<file path="src/rtl/latched_onehot_dec_pkg.sv">
package latched_onehot_dec_pkg;
    typedef enum logic {
        PH_HOLD  = 1'b0,
        PH_TRACK = 1'b1
    } phase_e;
endpackage

</file>
<file path="src/rtl/lod_code_hold.sv">
module lod_code_hold #(
    parameter int ADDR_W = 4
) (
    input  logic              clk,
    input  logic              rst_n,
    input  logic              load,
    input  logic [ADDR_W-1:0] code_in,
    output logic [ADDR_W-1:0] code_q
);
    always_ff @(posedge clk or negedge rst_n) begin
        if (!rst_n) begin
            code_q <= '0;
        end else if (load) begin
            code_q <= code_in;
        end
    end

    p_capture_r3: assert property (@(posedge clk) disable iff (!rst_n)
        load |=> (code_q == $past(code_in)));
    p_freeze_r4: assert property (@(posedge clk) disable iff (!rst_n)
        !load |=> $stable(code_q));
endmodule

</file>
<file path="src/rtl/lod_onehot.sv">
module lod_onehot #(
    parameter int ADDR_W = 4,
    localparam int OUT_N = 1 << ADDR_W
) (
    input  logic [ADDR_W-1:0] code,
    output logic [OUT_N-1:0]  hot
);
    for (genvar g = 0; g < OUT_N; g++) begin : g_line
        assign hot[g] = (code == ADDR_W'(g));
    end
endmodule

</file>
<file path="src/rtl/lod_gate.sv">
module lod_gate #(
    parameter int WIDTH = 16
) (
    input  logic             en_n,
    input  logic [WIDTH-1:0] hot,
    output logic [WIDTH-1:0] sel
);
    always_comb begin
        sel = en_n ? '0 : hot;
    end
endmodule

</file>
<file path="src/rtl/latched_onehot_dec.sv">
module latched_onehot_dec
    import latched_onehot_dec_pkg::*;
#(
    parameter int ADDR_W = 4,
    localparam int OUT_N = 1 << ADDR_W
) (
    input  logic              clk,
    input  logic              rst_n,
    input  logic [ADDR_W-1:0] addr_i,
    input  logic              le_i,
    input  logic              en_n_i,
    output logic [OUT_N-1:0]  sel_o
);
    phase_e            phase;
    logic [ADDR_W-1:0] held_code;
    logic [ADDR_W-1:0] dec_code;
    logic [OUT_N-1:0]  hot;

    always_comb begin
        phase = le_i ? PH_TRACK : PH_HOLD;
    end

    lod_code_hold #(.ADDR_W(ADDR_W)) u_hold (
        .clk     (clk),
        .rst_n   (rst_n),
        .load    (phase == PH_TRACK),
        .code_in (addr_i),
        .code_q  (held_code)
    );

    always_comb begin
        unique case (phase)
            PH_TRACK: dec_code = addr_i;
            PH_HOLD:  dec_code = held_code;
        endcase
    end

    lod_onehot #(.ADDR_W(ADDR_W)) u_dec (
        .code (dec_code),
        .hot  (hot)
    );

    lod_gate #(.WIDTH(OUT_N)) u_gate (
        .en_n (en_n_i),
        .hot  (hot),
        .sel  (sel_o)
    );

    p_mutex_r7: assert property (@(posedge clk) disable iff (!rst_n)
        $onehot0(sel_o));
    p_active_r7: assert property (@(posedge clk) disable iff (!rst_n)
        !en_n_i |-> ($countones(sel_o) == 1));
    p_blank_r5: assert property (@(posedge clk) disable iff (!rst_n)
        en_n_i |-> (sel_o == '0));
    p_en_indep_r6: assert property (@(posedge clk) disable iff (!rst_n)
        (!le_i && !$stable(en_n_i)) |=> $stable(held_code));
    p_demux_r8: assert property (@(posedge clk) disable iff (!rst_n)
        !le_i |-> (sel_o[held_code] == !en_n_i));
endmodule

</file>
<file path="config.mk">
export PLATFORM = sky130hd
export DESIGN_NAME = latched_onehot_dec
export DESIGN_NICKNAME = d
export VERILOG_FILES = /design/src/rtl/latched_onehot_dec_pkg.sv /design/src/rtl/lod_code_hold.sv /design/src/rtl/lod_onehot.sv /design/src/rtl/lod_gate.sv /design/src/rtl/latched_onehot_dec.sv
export SDC_FILE = /design/constraint.sdc
export NUM_CORES = 1
export LEC_CHECK = 0
export ABC_CLOCK_PERIOD_IN_PS = 4050
export BUFFER_PORTS_ARGS = -buffer_cell sky130_fd_sc_hd__buf_2
export CORE_UTILIZATION = 30
export CTS_CLUSTER_DIAMETER = 40
export DETAILED_ROUTE_END_ITERATION = 8
export GPL_TIMING_DRIVEN = 0
export PLACE_DENSITY = 0.61
export SETUP_SLACK_MARGIN = 0.15
export SLEW_MARGIN = 20
export SYNTH_ARGS = -nofsm -noshare
export SYNTH_HDL_FRONTEND = slang
export SYNTH_HIERARCHICAL = 1
export SYNTH_SLANG_ARGS = --single-unit
export TNS_END_PERCENT = 5
</file>
<file path="constraint.sdc">
create_clock -name clk -period 4.05 [get_ports clk]
set_clock_uncertainty 0.2 [all_clocks]
set_input_delay 0.405 -clock clk [delete_from_list [all_inputs] [get_ports clk]]
set_output_delay 0.405 -clock clk [all_outputs]
set_load 0.05 [all_outputs]
</file>
Yosys cells after proc, flatten, opt, wreduce, memory -nomap -nowiden --
Index checks and enable logic that the tools add are counted. Widths: inputs -> output; s select.
Word-level totals: register bits 4, bits of input ports 8, output and inout port bits 16, word-level logic and storage cells 21
Cells by class: eq/ne operators 15, multiplexer cells 3, bitwise logic cells 1, reductions and logical operators 1
Operator list (number):
- $eq 4x4->1 const B | 8
- $eq 4x3->1 const B | 4
- $mux 16 | 1
- $eq 4x2->1 const B | 2
- $pmux 4 s2 | 1
- $eq 4x1->1 const B | 1
- $logic_not 4->1 | 1
- $mux 1 | 1
- $not 1->1 | 1

Longest topological paths before layout --
Gate-level depths: netlist (run 1).
depth in word-level cells 5, mapped depth 4, gate-level depth less buffers 3

Cells and area by module --
Netlist (run 1), hierarchy kept.
Modules (own cells, without submodules):
- lod_onehot | times used 1, cells an instance 20, area each 226.5 sq um, seq. area each 0.0 sq um
- lod_code_hold | times used 1, cells an instance 8, area each 145.1 sq um, seq. area each 100.1 sq um
- lod_gate | times used 1, cells an instance 17, area each 143.9 sq um, seq. area each 0.0 sq um
- latched_onehot_dec | times used 1, cells an instance 4, area each 45.0 sq um, seq. area each 0.0 sq um

Worst setup path before layout (run 1) --
OpenSTA, ideal clock, no wires.
path type in2out, start point input port le_i, end point output port sel_o[12], arrival 1749 ps, required time 3445 ps, slack 1696 ps, cell stages on the path 3, path buffers 0, cells stage by stage mux2_2 -> and4bb_2 -> nor2b_1
Between the ends: longest elaborated chain between the ends 5
Ends and longest elaborated chain:
- start, declared | line latched_onehot_dec.sv:10 | input logic le_i,
- $mux 1 * | line latched_onehot_dec.sv:20 | phase = le_i ? PH_TRACK : PH_HOLD;
- $not 1->1 | line latched_onehot_dec.sv:32 | unique case (phase)
- $pmux 4 s2 * | line latched_onehot_dec.sv:32
- $eq 4x4->1 * | line lod_onehot.sv:9 | assign hot[g] = (code == ADDR_W'(g));
- via hot[12] | line latched_onehot_dec.sv:17 | logic [OUT_N-1:0] hot;
- $mux 16 * | line lod_gate.sv:9 | sel = en_n ? '0 : hot;
- end, declared | line latched_onehot_dec.sv:12 | output logic [OUT_N-1:0] sel_o
Mark *: on every way through the listed nets, which the timed path passes. The rest lies on a longest branch.

Worst setup path after layout (run 1) --
start point input port le_i, end point output port sel_o[4]
Between the ends: longest elaborated chain between the ends 5
Ends and longest elaborated chain:
- $mux 1 * | line latched_onehot_dec.sv:20
- $not 1->1 | line latched_onehot_dec.sv:32
- $pmux 4 s2 * | line latched_onehot_dec.sv:32
- via dec_code[1] | line latched_onehot_dec.sv:16 | logic [ADDR_W-1:0] dec_code;
- $eq 4x3->1 * | line lod_onehot.sv:9
- via hot[4] | line latched_onehot_dec.sv:17
- $mux 16 * | line lod_gate.sv:9
Marks and branches as above.

==> impl_metrics.json, run 1 <==
{
  "synth-seq-area-share": 0.179,
  "drt_iter0_markers": 0,
  "p_int_w": 0.000112,
  "dp.final_hpwl_um": 817,
  "first_pass_iters": 1,
  "cts-root-buf": "clkbuf_4",
  "power_density_nw_per_um2": 236,
  "yosys_most_used_dff": "dfrtp_1",
  "pin_count": 24,
  "synthTopCellsByArea": "dfrtp_1 18%, mux2_2 16%, and4bb_2 13%",
  "clk_path_buf_depth": 2,
  "stdcell_area_um2": 739,
  "grt_max_degree": 11,
  "die_w_um": 45.2,
  "layout-drive-gt1-share": 0.829,
  "syn_avg_cell_area_um2": 11.4,
  "drc": 0,
  "outcome": "finished clean",
  "hp-class": "in2reg",
  "ys_top_cells_by_count": "8 x mux2_2, 7 x nor2b_2, 6 x and2b_2, 6 x and4bb_2",
  "cts.sinks": 4,
  "cp_max_fo": 10,
  "ys_ff_latch": 4,
  "gp_congestion": 0.704,
  "start_util": 0.321,
  "layout_min_cycle_time_ns": 2.47,
  "yosysMostFrequentCell": "mux2_2",
  "yosysTopAreaCell": "dfrtp_1",
  "switching_share": 0.361,
  "core_um2": 1750,
  "synth_edf_count": 0,
  "end_kind": "primary output",
  "fin_nets": 86,
  "holdPathStages": 2,
  "reg_top3": "u_hold/code_q x4",
  "seqPwrFrac": 0.263,
  "slew_headroom": 0.833,
  "cts_made_buffers": 3,
  "worstPathRequired_ns": 3.44,
  "synth_area_um2": 561,
  "postCtsSetupBuffers": 0,
  "worstMarginPinSlew_ns": 0.253,
  "place.port_buffers": 23,
  "grt_use_total": 0.115,
  "p_switching_w": 0.0000631,
  "area_growth_pct": 31.9,
  "worst_slack_ns": 1.58,
  "drv_slew": 0,
  "startpoint_type": "input port",
  "yosysUniqueCellTypes": 12,
  "hold_viol": 0,
  "clk_latency_ns": 0.23,
  "leakage_nw": 0.356,
  "synthArstFlopShare": 1.00,
  "finalWirelength_um": 1090,
  "rows": 15,
  "dp_slack_ns": 1.57,
  "period_share": 0.609,
  "via_count": 449,
  "fin_tns_setup_ns": 0,
  "largest_reg_flops": 4,
  "gr-total-overflow": 0,
  "holdWs_ns": 0.219,
  "worstRegToRegCells": 1,
  "rsz0062_at_grt": "no",
  "clock_power_share": 0.284,
  "grt_pass1_vias": 377,
  "path_clk_slew_ns": 0.03,
  "die_height_um": 45.2,
  "top_register": "u_hold/code_q",
  "fin_util": 0.424,
  "p_comb_frac": 0.454,
  "cts_max_level": 1,
  "syn-num-nets": 57,
  "fmax_mhz": 405,
  "cp.arrival_ns": 1.86,
  "critPathKind": "in2out",
  "routed_via_density": 4.45,
  "drtAntennaViolNets": 0,
  "ys_warn_count": 6,
  "antenna_found_initial": 0,
  "synthCells": 49,
  "dpl_cell_area_um2": 707,
  "grt_first_pass_wirelength_um": 1700,
  "setup_viol": 0,
  "cap_violations": 0,
  "die_area_um2": 2050,
  "tritoncts": "built",
  "wire_per_inst_um": 10.8,
  "ir_drop_uv": 189,
  "diodes": 0,
  "post_cts_resized": 0,
  "netlist.area_leader.share": 0.179
}
## final timing paths
| check | startpoint | to | slack [ns] |
|---|---|---|---|
| setup reg to reg | u_hold/code_q[3] | u_hold/code_q[3] | 3.10 |
| max in group asynchronous | rst_n | u_hold/code_q[0] | 3.22 |
| min in group asynchronous | rst_n | u_hold/code_q[2] | 0.31 |
| hold / removal | addr_i[1] | u_hold/code_q[1] | 0.22 |
| setup / recovery | le_i | sel_o[4] | 1.58 |
| hold reg to reg | u_hold/code_q[0] | u_hold/code_q[0] | 0.30 |
## power groups by stage
stage | clock network, W | logic [W] | registers (W)
2_1_floorplan | 0 | 0.0000621 | 0.0000459
3_3_place_gp | 0 | 0.0000782 | 0.0000461
3_5_place_dp | 0 | 0.0000789 | 0.0000465
4_1_cts | 0.0000520 | 0.0000798 | 0.0000459
5_1_grt | 0.0000572 | 0.0000855 | 0.0000465
6_report | 0.0000495 | 0.0000793 | 0.0000459
## worst max-delay path, cell delays in order
cell and delay [ns]:
buf_2 0.18, mux2_2 0.42, buf_4 0.19, nor4b_2 0.25, nor2b_2 0.16, buf_2 0.26
## stage by stage
step | total power [W] | std cells
3_3_place_gp | 0.000124 | 97
4_1_cts | 0.000178 | 101
2_1_floorplan | 0.000108 | 49
5_1_grt | 0.000189 | 101
6_report | 0.000175 | 101
3_5_place_dp | 0.000125 | 97
## metal layers
metal / GRT usage / vias up / part of all wire
li1: - / 240 / -
met1: 0.146 / 195 / 0.49
met2: 0.177 / 14 / 0.47
met3: 0.0480 / 0 / 0.040
met4: 0.0364 / 0 / 0
met5: 0 / - / 0
## layout by cell type (no fill, tap or decap)
cell           synthesis  routed
nor2b_2                7       7
nor4b_2                4       4
nor4_2                 1       1
clkbuf_4               0       3
dlygate4sd3_1          0       1
and2b_2                6       6
nor2b_1                3       3
buf_6                  1       1
and4bb_2               6       6
and4_1                 1       1
buf_2                  0      23
buf_4                  4       4
mux2_2                 8       8
dfrtp_1                4       4
and4b_1                4       4
## cell type report
type,count,area (um2)
well taps,25,31.3
multi-input cells,40,419
flip-flops and latches,4,100
plain buffers,5,41.3
repair buffers,24,125
fillers,167,1010
clock buffers,3,22.5
## timing repair
action                     CTS  global route
setup endpoints to repair    0             0
hold buffers                 1             0
hold endpoints to repair     4             0
## cell families after synthesis
family,count (synthesis),synth area share
simple gates,32,0.587
mux,8,0.161
flops,4,0.179
buf+inv,5,0.0737
Note: power is estimated with default switching activity, not from simulation.
==> inputs of run 2 (changes only) <==
--- a/config.mk
+++ b/config.mk
@@ -5,7 +5,7 @@
 export SDC_FILE = /design/constraint.sdc
 export NUM_CORES = 1
 export LEC_CHECK = 0
-export ABC_CLOCK_PERIOD_IN_PS = 4050
+export ABC_CLOCK_PERIOD_IN_PS = 2500
 export BUFFER_PORTS_ARGS = -buffer_cell sky130_fd_sc_hd__buf_2
 export CORE_UTILIZATION = 30
 export CTS_CLUSTER_DIAMETER = 40
==> constraint.sdc (replaced) <==
create_clock -name clk -period 2.5 [get_ports clk]
set_clock_uncertainty 0.2 [all_clocks]
set_input_delay 0.25 -clock clk [delete_from_list [all_inputs] [get_ports clk]]
set_output_delay 0.25 -clock clk [all_outputs]
set_load 0.05 [all_outputs]
==> run 2 against run 1 <==
Against the previous run: worst hold slack lost 0.15 ns; wire length is the same; count of clock-buffer cells in the layout is the same; worst setup slack lost 1.3 ns; utilization grew 0.14 points; design area grew 0.34%; via count is the same; first-iteration DRC count is the same; sequential share of layout area is essentially flat; sequential cell count is the same.
==> impl_metrics.json, run 2 (synthesis results as in run 1) <==
{
  "outcome": "finished clean",
  "end_kind": "primary output",
  "cap_violations": 0,
  "largest_reg_flops": 4,
  "tritoncts": "built",
  "fmax_mhz": 450,
  "worst_slack_ns": 0.280,
  "worstPathRequired_ns": 2.05,
  "antenna_found_initial": 0,
  "rows": 15,
  "fin_nets": 86,
  "met2_usage": 0.177,
  "rsz0062_at_grt": "no",
  "layout_min_cycle_time_ns": 2.22,
  "drtAntennaViolNets": 0,
  "cts_max_level": 1,
  "diodes": 0,
  "power_density_nw_per_um2": 382,
  "drt_iter0_markers": 0,
  "fillers": 166,
  "period_share": 0.888,
  "cts.sinks": 4,
  "use_met3": 0.0480,
  "grt_use_total": 0.115,
  "slew_headroom": 0.833,
  "seqPwrFrac": 0.262,
  "clk_path_buf_depth": 2,
  "gr-max-usage-layer": "met2",
  "critPathKind": "reg2out",
  "die_w_um": 45.2,
  "start_util": 0.321,
  "hold_viol": 0,
  "die_area_um2": 2050,
  "mostFrequentLayoutCell": "buf_2",
  "pin_count": 24,
  "via_count": 449,
  "grt_first_pass_wirelength_um": 1700,
  "dp_slack_ns": 0.332,
  "core_um2": 1750,
  "fin_tns_setup_ns": 0,
  "wire_per_inst_um": 10.8,
  "reg_top3": "u_hold/code_q x4",
  "leakage_nw": 0.356,
  "worstMarginPinSlew_ns": 0.253,
  "top_register": "u_hold/code_q",
  "area_growth_pct": 32.4,
  "clock_power_share": 0.283,
  "setup_viol": 0,
  "hp-class": "in2reg",
  "final_cell_mix": "22 x buf_2, 8 x mux2_2, 7 x nor2b_2",
  "reg2reg_slack_ns": 1.55,
  "gr-total-overflow": 0,
  "cts_made_buffers": 3,
  "grt_pass1_vias": 377,
  "startpoint_type": "flip-flop",
  "die_height_um": 45.2,
  "dp.final_hpwl_um": 817,
  "ir_drop_uv": 307,
  "first_pass_iters": 1,
  "path_clk_slew_ns": 0.03,
  "postCtsSetupBuffers": 0,
  "layout-drive-gt1-share": 0.829,
  "cp.arrival_ns": 1.77,
  "cp_max_fo": 10,
  "place.port_buffers": 23,
  "finalWirelength_um": 1090,
  "cts-root-buf": "clkbuf_4",
  "use_met1": 0.146,
  "grt_max_degree": 11,
  "p_comb_frac": 0.454,
  "drc": 0,
  "p_switching_w": 0.000102,
  "drv_slew": 0,
  "p_int_w": 0.000181,
  "routed_via_density": 4.45,
  "switching_share": 0.361,
  "gp_congestion": 0.704,
  "clk_latency_ns": 0.23
}
## run 2: power by group through the flow
stage	registers [W]	clock network, W	logic (W)
final	0.0000743	0.0000803	0.000129
after global routing	0.0000753	0.0000927	0.000139
after CTS	0.0000744	0.0000843	0.000129
after detailed placement	0.0000753	0	0.000128
after floorplan	0.0000744	0	0.000101
after global placement	0.0000746	0	0.000127
## run 2: timing repair
item,4_1_cts,5_1_grt
setup endpoints to repair,0,1
hold buffers,1,0
resized for setup,0,1
endpoints found under the hold margin,4,0
## run 2: worst max-delay path: stages, from the launching register on
cell     delay (ns)
dfrtp_1        0.36
mux2_2         0.32
buf_4          0.19
nor4b_2        0.25
nor2b_2        0.16
buf_2          0.26
## run 2: final timing paths
check	endpoint	from	depth (start not counted)
max	sel_o[4]	u_hold/code_q[1]	5
min	u_hold/code_q[1]	addr_i[1]	2
max reg2reg	u_hold/code_q[3]	u_hold/code_q[3]	1
min reg2reg	u_hold/code_q[0]	u_hold/code_q[0]	1
max in group asynchronous	u_hold/code_q[0]	rst_n	2
min in group asynchronous	u_hold/code_q[2]	rst_n	2
## run 2: per-stage QoR
stage	hold slack, ns	cells	cell area (um2)	utilization	power [W]
after floorplan	-0.246	49	561	-	0.000175
after global placement	-0.140	97	707	0.405	0.000201
after detailed placement	-0.142	97	707	0.405	0.000203
after CTS	0.0572	101	739	0.424	0.000288
after global routing	0.0542	101	742	0.425	0.000307
final	0.0638	101	742	0.425	0.000283
## run 2: layout make-up
class                   instances  area (um2)  area share
plain buffers                   5        41.3      0.0556
clock buffers                   3        22.5      0.0304
multi-input cells              40         419       0.565
flip-flops and latches          4         100       0.135
well taps                      25        31.3      0.0422
repair buffers                 24         128       0.172
## run 2: per-layer routing
| layer | vias to the layer above | routed length (um) |
|---|---|---|
| met5 | - | 0 |
| met4 | 0 | 0 |
| met3 | 0 | 43 |
| met2 | 14 | 507 |
| met1 | 195 | 537 |
| li1 | 240 | - |
==> inputs of run 3 (changes only) <==
==> constraint.sdc (replaced) <==
create_clock -name clk -period 2.5 [get_ports clk]
set_clock_uncertainty 0.2 [all_clocks]
set_input_delay 0.25 -clock clk [delete_from_list [all_inputs] [get_ports clk]]
set_output_delay 0.25 -clock clk [all_outputs]
set_load 0.1 [all_outputs]
==> run 3 against run 2 <==
Against the previous run: global-route usage about the same; worst hold slack gained 0.0017 ns; wire length is 3.0% higher; via count is 1.1% lower; register-to-register slack barely moved; total power up 11%; sequential share of layout area down 0.22 points; largest cell class unchanged.
==> impl_metrics.json, run 3 (synthesis results as in run 1) <==
{
  "final_cell_mix": "18 x buf_2, 8 x mux2_2, 8 x buf_4, 8 x nor2b_2",
  "routed_via_density": 4.40,
  "period_share": 0.916,
  "die_area_um2": 2050,
  "die_w_um": 45.2,
  "grt_pass1_vias": 384,
  "ir_drop_uv": 147,
  "gp_congestion": 0.678,
  "hold_path_end": "u_hold/code_q[0]",
  "antenna_found_initial": 0,
  "grt_use_total": 0.115,
  "cts_max_level": 1,
  "p_comb_frac": 0.508,
  "worstPathRequired_ns": 2.05,
  "core_um2": 1750,
  "outcome": "finished clean",
  "rows": 15,
  "path_cells": "mux2_2 -> buf_4 -> nor4b_2 -> and2b_2 -> clkbuf_4",
  "pin_count": 24,
  "reg_top3": "u_hold/code_q x4",
  "startpoint_type": "flip-flop",
  "clock_power_share": 0.254,
  "cp.arrival_ns": 1.84,
  "start_util": 0.321,
  "layout-drive-gt1-share": 0.842,
  "end_kind": "primary output",
  "slew_headroom": 0.675,
  "drtAntennaViolNets": 0,
  "via_count": 444,
  "cts-root-buf": "clkbuf_4",
  "setup_viol": 0,
  "clk_path_buf_depth": 2,
  "place.port_buffers": 23,
  "postCtsSetupBuffers": 0,
  "mostFrequentLayoutCell": "buf_2",
  "diodes": 0,
  "cts.sinks": 4,
  "fin_util": 0.432,
  "crit_family": "buffers and inverters",
  "drt_iter0_markers": 1,
  "hold_viol": 0,
  "area_growth_pct": 34.6,
  "fin_tns_setup_ns": 0,
  "crit_buf_inv": 2,
  "use_met3": 0.0360,
  "tritoncts": "built",
  "path_clk_slew_ns": 0.04,
  "wire_per_inst_um": 11.1,
  "cap_violations": 0,
  "hold_path.startpoint": "addr_i[0]",
  "worstMarginPinSlew_ns": 0.491,
  "use_met1": 0.148,
  "rsz0062_at_grt": "yes",
  "largest_reg_flops": 4,
  "cp_max_fo": 10,
  "p_int_w": 0.000182,
  "finalPower_w": 0.000314,
  "seqPwrFrac": 0.238,
  "critPathSlowestCell": "dfrtp_1",
  "clk_latency_ns": 0.23,
  "r2r-start": "u_hold/code_q[3]",
  "p_switching_w": 0.000132,
  "gr-total-overflow": 0,
  "reg2reg_to": "u_hold/code_q[3]",
  "holdPathStages": 2,
  "power_density_nw_per_um2": 416,
  "grt_first_pass_wirelength_um": 1700,
  "worstRegToRegCells": 1,
  "hp-class": "in2reg",
  "first_pass_iters": 2,
  "max_stage_delay_ns": 0.37,
  "finalWirelength_um": 1120,
  "switching_share": 0.419,
  "drc": 0,
  "leakage_nw": 0.355,
  "met2_usage": 0.183,
  "critPathKind": "reg2out",
  "gr-max-usage-layer": "met2",
  "fmax_mhz": 437,
  "fin_nets": 86,
  "reg2reg_slack_ns": 1.55,
  "die_height_um": 45.2,
  "layout_min_cycle_time_ns": 2.29,
  "drv_slew": 0,
  "top_register": "u_hold/code_q",
  "grt_max_degree": 11,
  "cts_made_buffers": 3,
  "dp.final_hpwl_um": 803
}
## run 3: cell counts in the layout (fill, tap and decap cells not counted)
Identical to the previous run, type by type.
## run 3: area by class of cell
| class | instances | area (um2) |
|---|---|---|
| Multi-Input combinational cell | 40 | 422 |
| Buffer | 5 | 41.3 |
| Clock buffer | 3 | 22.5 |
| Timing Repair Buffer | 24 | 138 |
| Fill cell | 175 | 991 |
| Sequential cell | 4 | 100 |
| Tap cell | 25 | 31.3 |
## run 3: timing repair
item,in CTS,in global routing
hold endpoints to repair,4,0
gates resized for setup,1,7
endpoints found under the setup margin,5,4
hold buffers,1,0
## run 3: power by group through the flow
| stage | combinational (W) | clock [W] | sequential [W] |
|---|---|---|---|
| after floorplan | 0.000130 | 0 | 0.0000744 |
| final | 0.000159 | 0.0000798 | 0.0000745 |
| after detailed placement | 0.000157 | 0 | 0.0000752 |
| after CTS | 0.000158 | 0.0000840 | 0.0000744 |
| after global routing | 0.000168 | 0.0000915 | 0.0000752 |
| after global placement | 0.000156 | 0 | 0.0000748 |
## run 3: how the worst max path moves through the flow
| stage | from | to | depth (start not counted) |
|---|---|---|---|
| 2_1_floorplan | u_hold/code_q[0] | sel_o[14] | 3 |
| 3_3_place_gp | le_i | sel_o[1] | 6 |
| 3_5_place_dp | le_i | sel_o[0] | 6 |
| 4_1_cts | u_hold/code_q[1] | sel_o[1] | 5 |
| 5_1_grt | u_hold/code_q[1] | sel_o[1] | 5 |
| 6_report | u_hold/code_q[0] | sel_o[2] | 5 |
## run 3: metal layers
| layer | share of wire | vias to the layer above |
|---|---|---|
| met5 | 0 | - |
| met3 | 0.021 | 0 |
| met4 | 0 | 0 |
| met1 | 0.49 | 196 |
| met2 | 0.49 | 9 |
| li1 | - | 239 |
## run 3: metrics by stage
step                setup WS (ns)  instance area (um2)  instances  hold WS (ns)
floorplan                  -0.181                  563         49        -0.246
global placement            0.202                  709         97        -0.141
detailed placement          0.171                  709         97        -0.140
CTS                         0.110                  744        101        0.0553
global route                0.132                  754        101        0.0537
finish                      0.211                  754        101        0.0655
